$ cat config.mk
export PLATFORM = sky130hd
export DESIGN_NAME = gci_dual_port
export DESIGN_NICKNAME = d
export VERILOG_FILES = /design/src/rtl/gci_pkg.sv /design/src/rtl/gci_pin_sampler.sv /design/src/rtl/gci_frame_fsm.sv /design/src/rtl/gci_tx_lane.sv /design/src/rtl/gci_rx_deframer.sv /design/src/rtl/gci_dual_port.sv
export SDC_FILE = /design/constraint.sdc
export NUM_CORES = 1
export LEC_CHECK = 0
export BUFFER_PORTS_ARGS = -buffer_cell sky130_fd_sc_hd__buf_2
export CORE_ASPECT_RATIO = 0.7
export CORE_MARGIN = 1.5
export CORE_UTILIZATION = 24
export DETAILED_ROUTE_END_ITERATION = 12
export GPL_ROUTABILITY_DRIVEN = 1
export PLACE_DENSITY = 0.44
export RECOVER_POWER = 50
export REMOVE_ABC_BUFFERS = 1
export SYNTH_ARGS = -nofsm -noshare
export SYNTH_HDL_FRONTEND = slang
export SYNTH_HIERARCHICAL = 1
export SYNTH_SLANG_ARGS = --single-unit
$ cat constraint.sdc
create_clock -name clk -period 1.8 [get_ports clk]
set_input_delay 0.36 -clock clk [delete_from_list [all_inputs] [get_ports clk]]
set_output_delay 0.36 -clock clk [all_outputs]
set_load 0.01 [all_outputs]
$ cat src/rtl/gci_pkg.sv
package gci_pkg;

    // Data-clock edges per bit: two full periods, each with a rise and a fall.
    localparam int EDGES_PER_BIT = 4;

    typedef enum logic [1:0] {
        ST_IDLE   = 2'd0,
        ST_SLOT_A = 2'd1,
        ST_GAP_A  = 2'd2,
        ST_SLOT_B = 2'd3
    } frame_state_e;

endpackage

$ cat src/rtl/gci_pin_sampler.sv
module gci_pin_sampler (
    input  logic clk,
    input  logic rst_n,
    input  logic sel_n,
    input  logic pwrdn_a,
    input  logic pwrdn_b,
    input  logic a_dcl,
    input  logic a_fsc,
    input  logic a_din,
    input  logic b_dcl,
    input  logic b_fsc,
    input  logic b_din,
    output logic mode_on,
    output logic pd_a_q,
    output logic pd_b_q,
    output logic dcl_rise,
    output logic dcl_edge,
    output logic fsc_q,
    output logic din_q
);

    logic dcl_q;
    logic dcl_d;

    // Port selection happens before the sampling register, so the edge
    // detector only ever sees the pins of the codec that owns timing.
    always_ff @(posedge clk or negedge rst_n) begin
        if (!rst_n) begin
            mode_on <= 1'b0;
            pd_a_q  <= 1'b0;
            pd_b_q  <= 1'b0;
            dcl_q   <= 1'b0;
            dcl_d   <= 1'b0;
            fsc_q   <= 1'b0;
            din_q   <= 1'b0;
        end else begin
            mode_on <= ~sel_n;
            pd_a_q  <= pwrdn_a;
            pd_b_q  <= pwrdn_b;
            dcl_q   <= pwrdn_a ? b_dcl : a_dcl;
            fsc_q   <= pwrdn_a ? b_fsc : a_fsc;
            din_q   <= pwrdn_a ? b_din : a_din;
            dcl_d   <= dcl_q;
        end
    end

    assign dcl_rise = dcl_q & ~dcl_d;
    assign dcl_edge = dcl_q ^ dcl_d;

endmodule

$ cat src/rtl/gci_frame_fsm.sv
module gci_frame_fsm
    import gci_pkg::*;
#(
    parameter int WORD_W = 8,
    localparam int SLOT_EDGES  = WORD_W * EDGES_PER_BIT,
    localparam int FRAME_EDGES = 2 * SLOT_EDGES,
    localparam int CNT_W       = $clog2(FRAME_EDGES),
    localparam int SLOT_W      = $clog2(SLOT_EDGES),
    localparam int BIT_W       = $clog2(WORD_W)
) (
    input  logic             clk,
    input  logic             rst_n,
    input  logic             mode_on,
    input  logic             dcl_rise,
    input  logic             dcl_edge,
    input  logic             fsc_q,
    output logic             start,
    output logic             cap,
    output logic             cap_last,
    output logic             cap_chan,
    output logic [1:0]       slot_act,
    output logic [BIT_W-1:0] bit_idx
);

    frame_state_e     state;
    frame_state_e     state_n;
    logic [CNT_W-1:0] fc;
    logic [CNT_W-1:0] fc_n;
    logic [CNT_W-1:0] fc_inc;

    assign start  = mode_on & dcl_rise & fsc_q;
    assign fc_inc = fc + 1'b1;

    // State register
    always_ff @(posedge clk or negedge rst_n) begin
        if (!rst_n) begin
            state <= ST_IDLE;
            fc    <= '0;
        end else begin
            state <= state_n;
            fc    <= fc_n;
        end
    end

    // Next state
    always_comb begin
        state_n = state;
        fc_n    = fc;
        if (!mode_on) begin
            state_n = ST_IDLE;
            fc_n    = '0;
        end else if (start) begin
            state_n = ST_SLOT_A;
            fc_n    = '0;
        end else if (dcl_edge) begin
            unique case (state)
                ST_IDLE: begin
                    fc_n = '0;
                end
                ST_SLOT_A: begin
                    fc_n = fc_inc;
                    if (fc_inc == CNT_W'(SLOT_EDGES - 1))
                        state_n = ST_GAP_A;
                end
                ST_GAP_A: begin
                    fc_n = fc_inc;
                    if (fc_inc == CNT_W'(SLOT_EDGES))
                        state_n = ST_SLOT_B;
                end
                ST_SLOT_B: begin
                    fc_n = fc_inc;
                    if (fc_inc == CNT_W'(FRAME_EDGES - 1)) begin
                        state_n = ST_IDLE;
                        fc_n    = '0;
                    end
                end
            endcase
        end
    end

    // Outputs
    always_comb begin
        slot_act = 2'b00;
        unique case (state)
            ST_IDLE:   slot_act = 2'b00;
            ST_SLOT_A: slot_act = 2'b01;
            ST_GAP_A:  slot_act = 2'b00;
            ST_SLOT_B: slot_act = 2'b10;
        endcase
        bit_idx  = fc[SLOT_W-1:2];
        cap      = mode_on & dcl_edge & ~start & (state != ST_IDLE)
                   & (fc_inc[1:0] == 2'd2);
        cap_last = cap & (fc_inc[SLOT_W-1:0] == SLOT_W'(SLOT_EDGES - 2));
        cap_chan = fc_inc[SLOT_W];
    end

endmodule

$ cat src/rtl/gci_tx_lane.sv
module gci_tx_lane #(
    parameter int WORD_W = 8,
    localparam int BIT_W = $clog2(WORD_W)
) (
    input  logic              clk,
    input  logic              rst_n,
    input  logic              load,
    input  logic [WORD_W-1:0] word_in,
    input  logic              active,
    input  logic              drive_ok,
    input  logic [BIT_W-1:0]  bit_idx,
    output logic              dout,
    output logic              dout_en
);

    localparam logic [BIT_W-1:0] MSB_IDX = BIT_W'(WORD_W - 1);

    logic [WORD_W-1:0] word_q;

    always_ff @(posedge clk or negedge rst_n) begin
        if (!rst_n)
            word_q <= '0;
        else if (load)
            word_q <= word_in;
    end

    always_comb begin
        dout_en = active & drive_ok;
        dout    = dout_en & word_q[MSB_IDX - bit_idx];
    end

endmodule

$ cat src/rtl/gci_rx_deframer.sv
module gci_rx_deframer #(
    parameter int WORD_W = 8
) (
    input  logic              clk,
    input  logic              rst_n,
    input  logic              cap,
    input  logic              cap_last,
    input  logic              cap_chan,
    input  logic              din_q,
    input  logic              pd_a_q,
    input  logic              pd_b_q,
    output logic [WORD_W-1:0] rx_word,
    output logic              rx_valid,
    output logic              rx_chan
);

    logic [WORD_W-1:0] shreg;
    logic              chan_dead;

    assign chan_dead = cap_chan ? pd_b_q : pd_a_q;

    always_ff @(posedge clk or negedge rst_n) begin
        if (!rst_n) begin
            shreg    <= '0;
            rx_word  <= '0;
            rx_valid <= 1'b0;
            rx_chan  <= 1'b0;
        end else begin
            rx_valid <= 1'b0;
            if (cap)
                shreg <= {shreg[WORD_W-2:0], din_q};
            if (cap_last && !chan_dead) begin
                rx_word  <= {shreg[WORD_W-2:0], din_q};
                rx_valid <= 1'b1;
                rx_chan  <= cap_chan;
            end
        end
    end

endmodule

$ cat src/rtl/gci_dual_port.sv
module gci_dual_port #(
    parameter int WORD_W = 8
) (
    input  logic              clk,
    input  logic              rst_n,
    input  logic              sel_n,
    input  logic              pwrdn_a,
    input  logic              pwrdn_b,
    input  logic              a_dcl,
    input  logic              a_fsc,
    input  logic              a_din,
    input  logic              b_dcl,
    input  logic              b_fsc,
    input  logic              b_din,
    input  logic [WORD_W-1:0] tx_word_a,
    input  logic [WORD_W-1:0] tx_word_b,
    output logic              a_dout,
    output logic              a_dout_en,
    output logic              b_dout,
    output logic              b_dout_en,
    output logic [WORD_W-1:0] rx_word,
    output logic              rx_valid,
    output logic              rx_chan
);

    localparam int BIT_W   = $clog2(WORD_W);
    localparam int N_LANES = 2;

    logic             mode_on, pd_a_q, pd_b_q;
    logic             dcl_rise, dcl_edge, fsc_q, din_q;
    logic             start, cap, cap_last, cap_chan;
    logic [1:0]       slot_act;
    logic [BIT_W-1:0] bit_idx;

    logic [WORD_W-1:0] lane_word [N_LANES];
    logic [N_LANES-1:0] lane_pd;
    logic [N_LANES-1:0] lane_dout;
    logic [N_LANES-1:0] lane_en;

    gci_pin_sampler u_sampler (
        .clk      (clk),
        .rst_n    (rst_n),
        .sel_n    (sel_n),
        .pwrdn_a  (pwrdn_a),
        .pwrdn_b  (pwrdn_b),
        .a_dcl    (a_dcl),
        .a_fsc    (a_fsc),
        .a_din    (a_din),
        .b_dcl    (b_dcl),
        .b_fsc    (b_fsc),
        .b_din    (b_din),
        .mode_on  (mode_on),
        .pd_a_q   (pd_a_q),
        .pd_b_q   (pd_b_q),
        .dcl_rise (dcl_rise),
        .dcl_edge (dcl_edge),
        .fsc_q    (fsc_q),
        .din_q    (din_q)
    );

    gci_frame_fsm #(.WORD_W(WORD_W)) u_fsm (
        .clk      (clk),
        .rst_n    (rst_n),
        .mode_on  (mode_on),
        .dcl_rise (dcl_rise),
        .dcl_edge (dcl_edge),
        .fsc_q    (fsc_q),
        .start    (start),
        .cap      (cap),
        .cap_last (cap_last),
        .cap_chan (cap_chan),
        .slot_act (slot_act),
        .bit_idx  (bit_idx)
    );

    assign lane_word[0] = tx_word_a;
    assign lane_word[1] = tx_word_b;
    assign lane_pd      = {pd_b_q, pd_a_q};

    for (genvar i = 0; i < N_LANES; i++) begin : g_lane
        gci_tx_lane #(.WORD_W(WORD_W)) u_lane (
            .clk      (clk),
            .rst_n    (rst_n),
            .load     (start),
            .word_in  (lane_word[i]),
            .active   (slot_act[i]),
            .drive_ok (mode_on & ~lane_pd[i]),
            .bit_idx  (bit_idx),
            .dout     (lane_dout[i]),
            .dout_en  (lane_en[i])
        );
    end

    gci_rx_deframer #(.WORD_W(WORD_W)) u_rx (
        .clk      (clk),
        .rst_n    (rst_n),
        .cap      (cap),
        .cap_last (cap_last),
        .cap_chan (cap_chan),
        .din_q    (din_q),
        .pd_a_q   (pd_a_q),
        .pd_b_q   (pd_b_q),
        .rx_word  (rx_word),
        .rx_valid (rx_valid),
        .rx_chan  (rx_chan)
    );

    assign a_dout    = lane_dout[0];
    assign a_dout_en = lane_en[0];
    assign b_dout    = lane_dout[1];
    assign b_dout_en = lane_en[1];

endmodule

# Word level (Yosys, flattened, before mapping)
# Cells that the tools add are included.
dict set report classes {
  add_sub_neg 2
  n_lt_le_gt_ge 1
  n_eq_ne 13
  n_mux 22
  n_bitwise 20
  reduce_logical 7
}
# op count
set ops {}
lappend ops {{6-bit 2-to-1 mux} 4}
lappend ops {{6-bit case mux with 3 select lines} 1}
lappend ops {{1-bit bitwise AND} 14}
lappend ops {{6-bit == test (second input constant)} 2}
lappend ops {{2-bit 2-to-1 mux} 6}
lappend ops {{4-bit by 2-bit inequality test with 1-bit output (second input constant)} 3}
lappend ops {{2-bit case mux with 3 select lines} 2}
lappend ops {{1-bit 2-to-1 mux} 7}
lappend ops {{6-bit by 1-bit adder with 6-bit output (second input constant)} 1}
lappend ops {{1-bit binary-select mux with 3-bit select} 2}
lappend ops {{2-bit == test (second input constant)} 3}
lappend ops {{6-bit by 5-bit == test with 1-bit output (second input constant)} 1}
lappend ops {{5-bit == test (second input constant)} 1}
lappend ops {{5-bit by 1-bit inequality test with 1-bit output (second input constant)} 1}
lappend ops {{1-bit NOT} 5}
lappend ops {{5-bit AND reduction} 1}
lappend ops {{3-bit by 4-bit less-than comparator with 1-bit output (second input constant)} 1}
lappend ops {{2-bit OR reduction} 2}
lappend ops {{3-bit by 1-bit inequality test with 1-bit output (second input constant)} 1}
lappend ops {{3-bit subtractor (first input constant)} 1}
lappend ops {{2-bit by 1-bit == test with 1-bit output (second input constant)} 1}
lappend ops {{2-bit logical NOT} 1}
lappend ops {{2-bit nonzero test} 1}
lappend ops {{1-bit logical AND} 1}
lappend ops {{2 further kinds} 2}
dict set report word_totals {
  ff_bits 48
  inputBits 27
  output_inout_bits 14
  word_cells 80
}

# Depth between registers and ports, before layout
dict set report depth {
  depth_word 11
  mapped_depth 10
}

# Cells and area by module
# The synthesis kept the hierarchy.
# module instances cells_each area_per_inst_um2 seq_area_each_um2
set modules_own_cells {}
lappend modules_own_cells {gci_tx_lane 2 23 369.1 200.2}
lappend modules_own_cells {gci_frame_fsm 1 79 674.4 200.2}
lappend modules_own_cells {gci_rx_deframer 1 41 643.1 425.4}
lappend modules_own_cells {gci_pin_sampler 1 14 232.7 175.2}
lappend modules_own_cells {gci_dual_port 1 2 27.5 0.0}

# Least setup slack after synthesis
# OpenSTA, ideal clock, no wires.
dict set report synth_timing {
  path_type {reg-to-reg}
  start {reg u_sampler.dcl_q}
  end {reg u_rx.rx_word[0]}
  setup_time_ns 0.125
  t_arrival_ns 1.757
  required_ns 1.675
  path_slack_ns -0.082
  path_stages_with_launch 9
  path_buffers 0
  synth_period_minus_slack_ns 1.882
  cell_sequence {dfrtp_1 > ha_1 > inv_1 > nand3_1 > nor3b_1 > nand2_1 > nor2_1 > nand2_2 > mux2_2}
}
dict set report synth_via {
  elab_cells_between_ends 11
  cone_classes {10 x bitwise; 1 x reduce/logical}
}
# element line_no
set synth_rtl {}
lappend synth_rtl {{from (decl)} gci_pin_sampler.sv:22} ;# logic dcl_q;
lappend synth_rtl {{from (signal assigned)} gci_pin_sampler.sv:40} ;# dcl_q <= pwrdn_a ? b_dcl : a_dcl;
lappend synth_rtl {{1-bit XOR} gci_pin_sampler.sv:48} ;# assign dcl_edge = dcl_q ^ dcl_d;
lappend synth_rtl {{named net dcl_edge} gci_dual_port.sv:30} ;# logic dcl_rise, dcl_edge, fsc_q, din_q;
lappend synth_rtl {{1-bit bitwise AND (3 in a row)} gci_frame_fsm.sv:91} ;# cap = mode_on & dcl_edge & ~start & (state != ST_IDLE)
lappend synth_rtl {{1-bit bitwise AND} gci_frame_fsm.sv:92} ;# & (fc_inc[1:0] == 2'd2);
lappend synth_rtl {{named net cap} gci_dual_port.sv:31} ;# logic start, cap, cap_last, cap_chan;
lappend synth_rtl {{1-bit bitwise AND} gci_frame_fsm.sv:93} ;# cap_last = cap & (fc_inc[SLOT_W-1:0] == SLOT_W'(SLOT_EDGES - 2));
lappend synth_rtl {{named net cap_last} gci_dual_port.sv:31}
lappend synth_rtl {{1-bit logical AND} gci_rx_deframer.sv:32} ;# if (cap_last && !chan_dead) begin
lappend synth_rtl {{to (signal assigned)} gci_rx_deframer.sv:33} ;# rx_word <= {shreg[WORD_W-2:0], din_q};
lappend synth_rtl {{to (decl)} gci_rx_deframer.sv:12} ;# output logic [WORD_W-1:0] rx_word,
# The timed path passes the listed nets, and every way through them passes these cells.
# A chain may end at the register's enable or synchronous reset.

# Final worst setup path
dict set report layout_timing {
  start {reg u_fsm.fc[2]}
  end {out b_dout}
}
dict set report layout_via {
  elab_chain_cells 4
}
# element line_no
set layout_lines {}
lappend layout_lines {{from (decl)} gci_frame_fsm.sv:27} ;# logic [CNT_W-1:0] fc;
lappend layout_lines {{from (signal assigned)} gci_frame_fsm.sv:41} ;# fc <= fc_n;
lappend layout_lines {{3-bit subtractor} gci_tx_lane.sv:29} ;# dout = dout_en & word_q[MSB_IDX - bit_idx];
lappend layout_lines {{1-bit binary-select mux with 3-bit select} gci_tx_lane.sv:29}
lappend layout_lines {{1-bit 2-to-1 mux (implied by the code)} gci_tx_lane.sv:29}
lappend layout_lines {{1-bit bitwise AND} gci_tx_lane.sv:29}
lappend layout_lines {{to (decl)} gci_dual_port.sv:19} ;# output logic b_dout,
# Every way passes these cells. The select of a mux whose other input is x is not followed.

==> results.md <==
- Status: finished with violations
- Failing checks: setup timing
- WS Path Type: flip-flop to primary output
- Detailed-route DRC error count: 0
- Antenna violations before repair: 0
- Vias in the first global route: 1649
- Die area: 0.0103 mm^2
- GRT overflow: 0
- RSZ-0062 raised after global routing: yes
- Peak VDD IR: 294 uV
- Arrival time at the worst endpoint: 1730 ps
- # nets final: 298
- Synth area leader: dfrtp_1
- Slew margin rel.: 20.1%
- Antenna-violating nets left: 0
- Top Ports: 41
- Synthesized cell area: 0.00232 mm^2
- Standby leakage power: 1.55 nW
- Synth Register Bits: 48
- DIE HEIGHT: 85.2 um
- # port buffers: 40
- FMAX: 479 MHz
- Area of the core: 0.00922 mm^2
- Clk sink count: 48
- Die width: 120 um
- Max-cap violations: 0
- Max-slew violation count: 0
- Ant. Diodes: 0
- Most common cell in the netlist: dfrtp_1
- Synth Flop Type: dfrtp_1
- Top-area cell type share of the netlist area: 51.9%
- Via count: 1632
- Worst slew pin tran: 1200 ps
- WL final: 5.44 mm
- Gpl congestion: 0.828
- Clock transition at path regs: 60 ps
- CTS Hold Bufs: 0
- Pwr Total: 0.00268 W
- Total Routing Usage GR: 11.3%
- Layout cells sized above 1: 62.6%
- Final WS setup: -288 ps
- CTS tree: built
- Period minus WS final: 2090 ps
- Worst Path Buf+Inv: 2
- Post-DP HPWL: 3.63 mm
- # rows: 29
- Crit path max-delay family: multiplexers
- Number of synthesized flops with an enable pin: 0
- Clock root cell: clkbuf_16
- Cell count after synthesis: 182
- CTS Buf Count: 5
- Final Hold Vio Count: 0
- Largest net degree at the start of global routing: 49
- First-pass GRT wire length: 8.83 mm
- 1st-iter DRT viols: 49
- HP Class: primary input to flip-flop
- Slowest cell delay on critical path: 530 ps
- Syn Area/Cell: 12.7 um^2
- P&R area growth vs syn: 43.9%
- Initial Util: 25.1%
- Clk_skew: 3.33 ps
- Crit path max fanout: 5
- Period utilization: 116%
- Drt wl/cell: 14.1 um
- H-Tree Level Count: 2
- Distinct cell type count after synthesis: 33
- Critical path cell sequence: buf_6 > mux4_2 > mux2i_2 > nor2_1 > buf_2
- PD cells: 805 mW/mm^2
- Synth cell count leaders: dfrtp_1, mux2_2, nand2_1, inv_1, ha_1
- Syn. warnings: 6
- Sequential area share after synthesis: 51.9%
- Synth area leaders: dfrtp_1, mux2_2, ha_1
- Worst-skew pair later-pin latency: 290 ps
- CP Capture Type: primary output
- CP required: 1440 ps
- Final setup fails: 19
- TritonRoute pass-1 iters: 4
- Critical path startpoint category: flip-flop
- # fillers: 941
- Via density: 4.23
- Async set-reset flop share out of synthesis: 100%
- Fin Hold WS: 177 ps
- CP max stage cell: mux4_2
- Clock Tree Buf Depth: 2
-- worst paths after layout --
kind | startpoint | endpoint | slack [ps] | cells past startpoint
max in group asynchronous | rst_n | u_fsm/fc[1]$_DFFE_PN0P_ | 600 | 2
min in group asynchronous | rst_n | u_rx/rx_word[6]$_DFFE_PN0P_ | 390 | 2
max reg2reg | u_fsm/fc[2]$_DFFE_PN0P_ | u_fsm/state[0]$_DFFE_PN0P_ | -280 | 9
min | pwrdn_b | u_sampler/pd_b_q$_DFF_PN0_ | 180 | 1
min reg2reg | u_sampler/dcl_q$_DFF_PN0_ | u_sampler/dcl_d$_DFF_PN0_ | 390 | 0
max | u_fsm/fc[2]$_DFFE_PN0P_ | b_dout | -290 | 5
-- per-stage QoR --
step                setup WS (ps)  TNS (ps)  instances  util (%)  area (um^2)
finish                       -288     -2630        386      36.2         3330
global route                 -397     -4200        386      36.2         3330
CTS                          -288     -1580        380      34.3         3160
detailed placement           -255     -4040        364      30.7         2830
global placement             -297     -4260        364      30.7         2830
floorplan                    -593     -7500        174         -         2270
-- cell type report --
cell class / instances / area, um^2 / share of cell area, %
Clock buffer: 5 / 125 / 3.75
Timing Repair Buffer: 79 / 547 / 16.4
Sequential cell: 48 / 1200 / 36.1
Inverter: 14 / 55.1 / 1.65
Multi-Input combinational cell: 113 / 1230 / 36.8
Clock inverter: 3 / 18.8 / 0.563
Tap cell: 124 / 155 / 4.65
-- cell families (layout without fill, tap and decap cells) --
family                     count (synthesis)  after routing  synth area share [%]
AOI/OAI and AO/OA                         20             20                  6.05
xor gates and xnor gates                   5              5                  1.89
buffers and inverters                     22            101                  4.32
muxes                                     41             41                  22.4
adders and majority gates                 10             10                  5.40
DFF                                       48             48                  51.9
and+or+nand+nor                           36             37                  8.10
-- worst reg2reg max path: cells and delay by family (launching register included) --
| kind | cells | cell delay [ps] |
|---|---|---|
| flops | 1 | 360 |
| compound gates | 4 | 780 |
| simple gates | 2 | 470 |
| buf+inv | 3 | 350 |
-- routing by layer --
| metal | vias to the layer above | global-route usage (%) | wire length [um] |
|---|---|---|---|
| met5 | - | 0 | 0 |
| met1 | 816 | 16.8 | 2760 |
| li1 | 785 | - | - |
| met4 | 0 | 4.17 | 80 |
| met2 | 24 | 15.5 | 2410 |
| met3 | 7 | 3.09 | 192 |
-- sequential cells by signal, summed over array words and instances, names as in the netlist --
signal	count
u_sampler/pd_b_q	1
u_sampler/din_q	1
u_sampler/mode_on	1
u_fsm/fc	6
g_lane.u_lane/word_q	16
u_sampler/pd_a_q	1
u_sampler/fsc_q	1
u_rx/rx_word	8
u_rx/rx_valid	1
u_sampler/dcl_d	1
u_sampler/dcl_q	1
u_rx/rx_chan	1
u_fsm/state	2
u_rx/shreg	7
-- power by group --
group / internal, W / total, W / switching, W / leakage [nW]
registers: 0.00120 / 0.00128 / 0.0000778 / 0.617
clock network: 0.000512 / 0.000915 / 0.000403 / 0.0736
logic: 0.000277 / 0.000485 / 0.000208 / 0.860
-- cell usage in the layout, fill, tap and decap left out, types with 2 or more instances in the layout --
master	netlist	routed
a21oi_1	3	2
xor2_1	2	2
o21ai_1	3	3
nor3b_4	0	2
ha_1	10	8
nand2_1	16	11
dfrtp_2	0	3
buf_2	5	39
inv_1	14	10
mux2_2	34	33
nor2b_4	2	2
clkbuf_16	0	5
nor3b_1	4	2
o21ai_2	0	3
nand2_2	1	6
dfrtp_1	48	45
nand3_4	0	2
nor2_4	0	2
xnor2_2	0	2
clkinv_2	0	2
buf_6	0	12
ha_4	0	2
nor2_1	6	4
buf_4	3	25
mux4_2	0	4
inv_2	0	3
-- timing repair --
action	CTS	global route
pin swaps	17	17
setup endpoints to repair	27	29
gates cloned	1	0
gates resized for setup	33	35
setup buffers	8	7
Power figures use the tool's default switching activity.
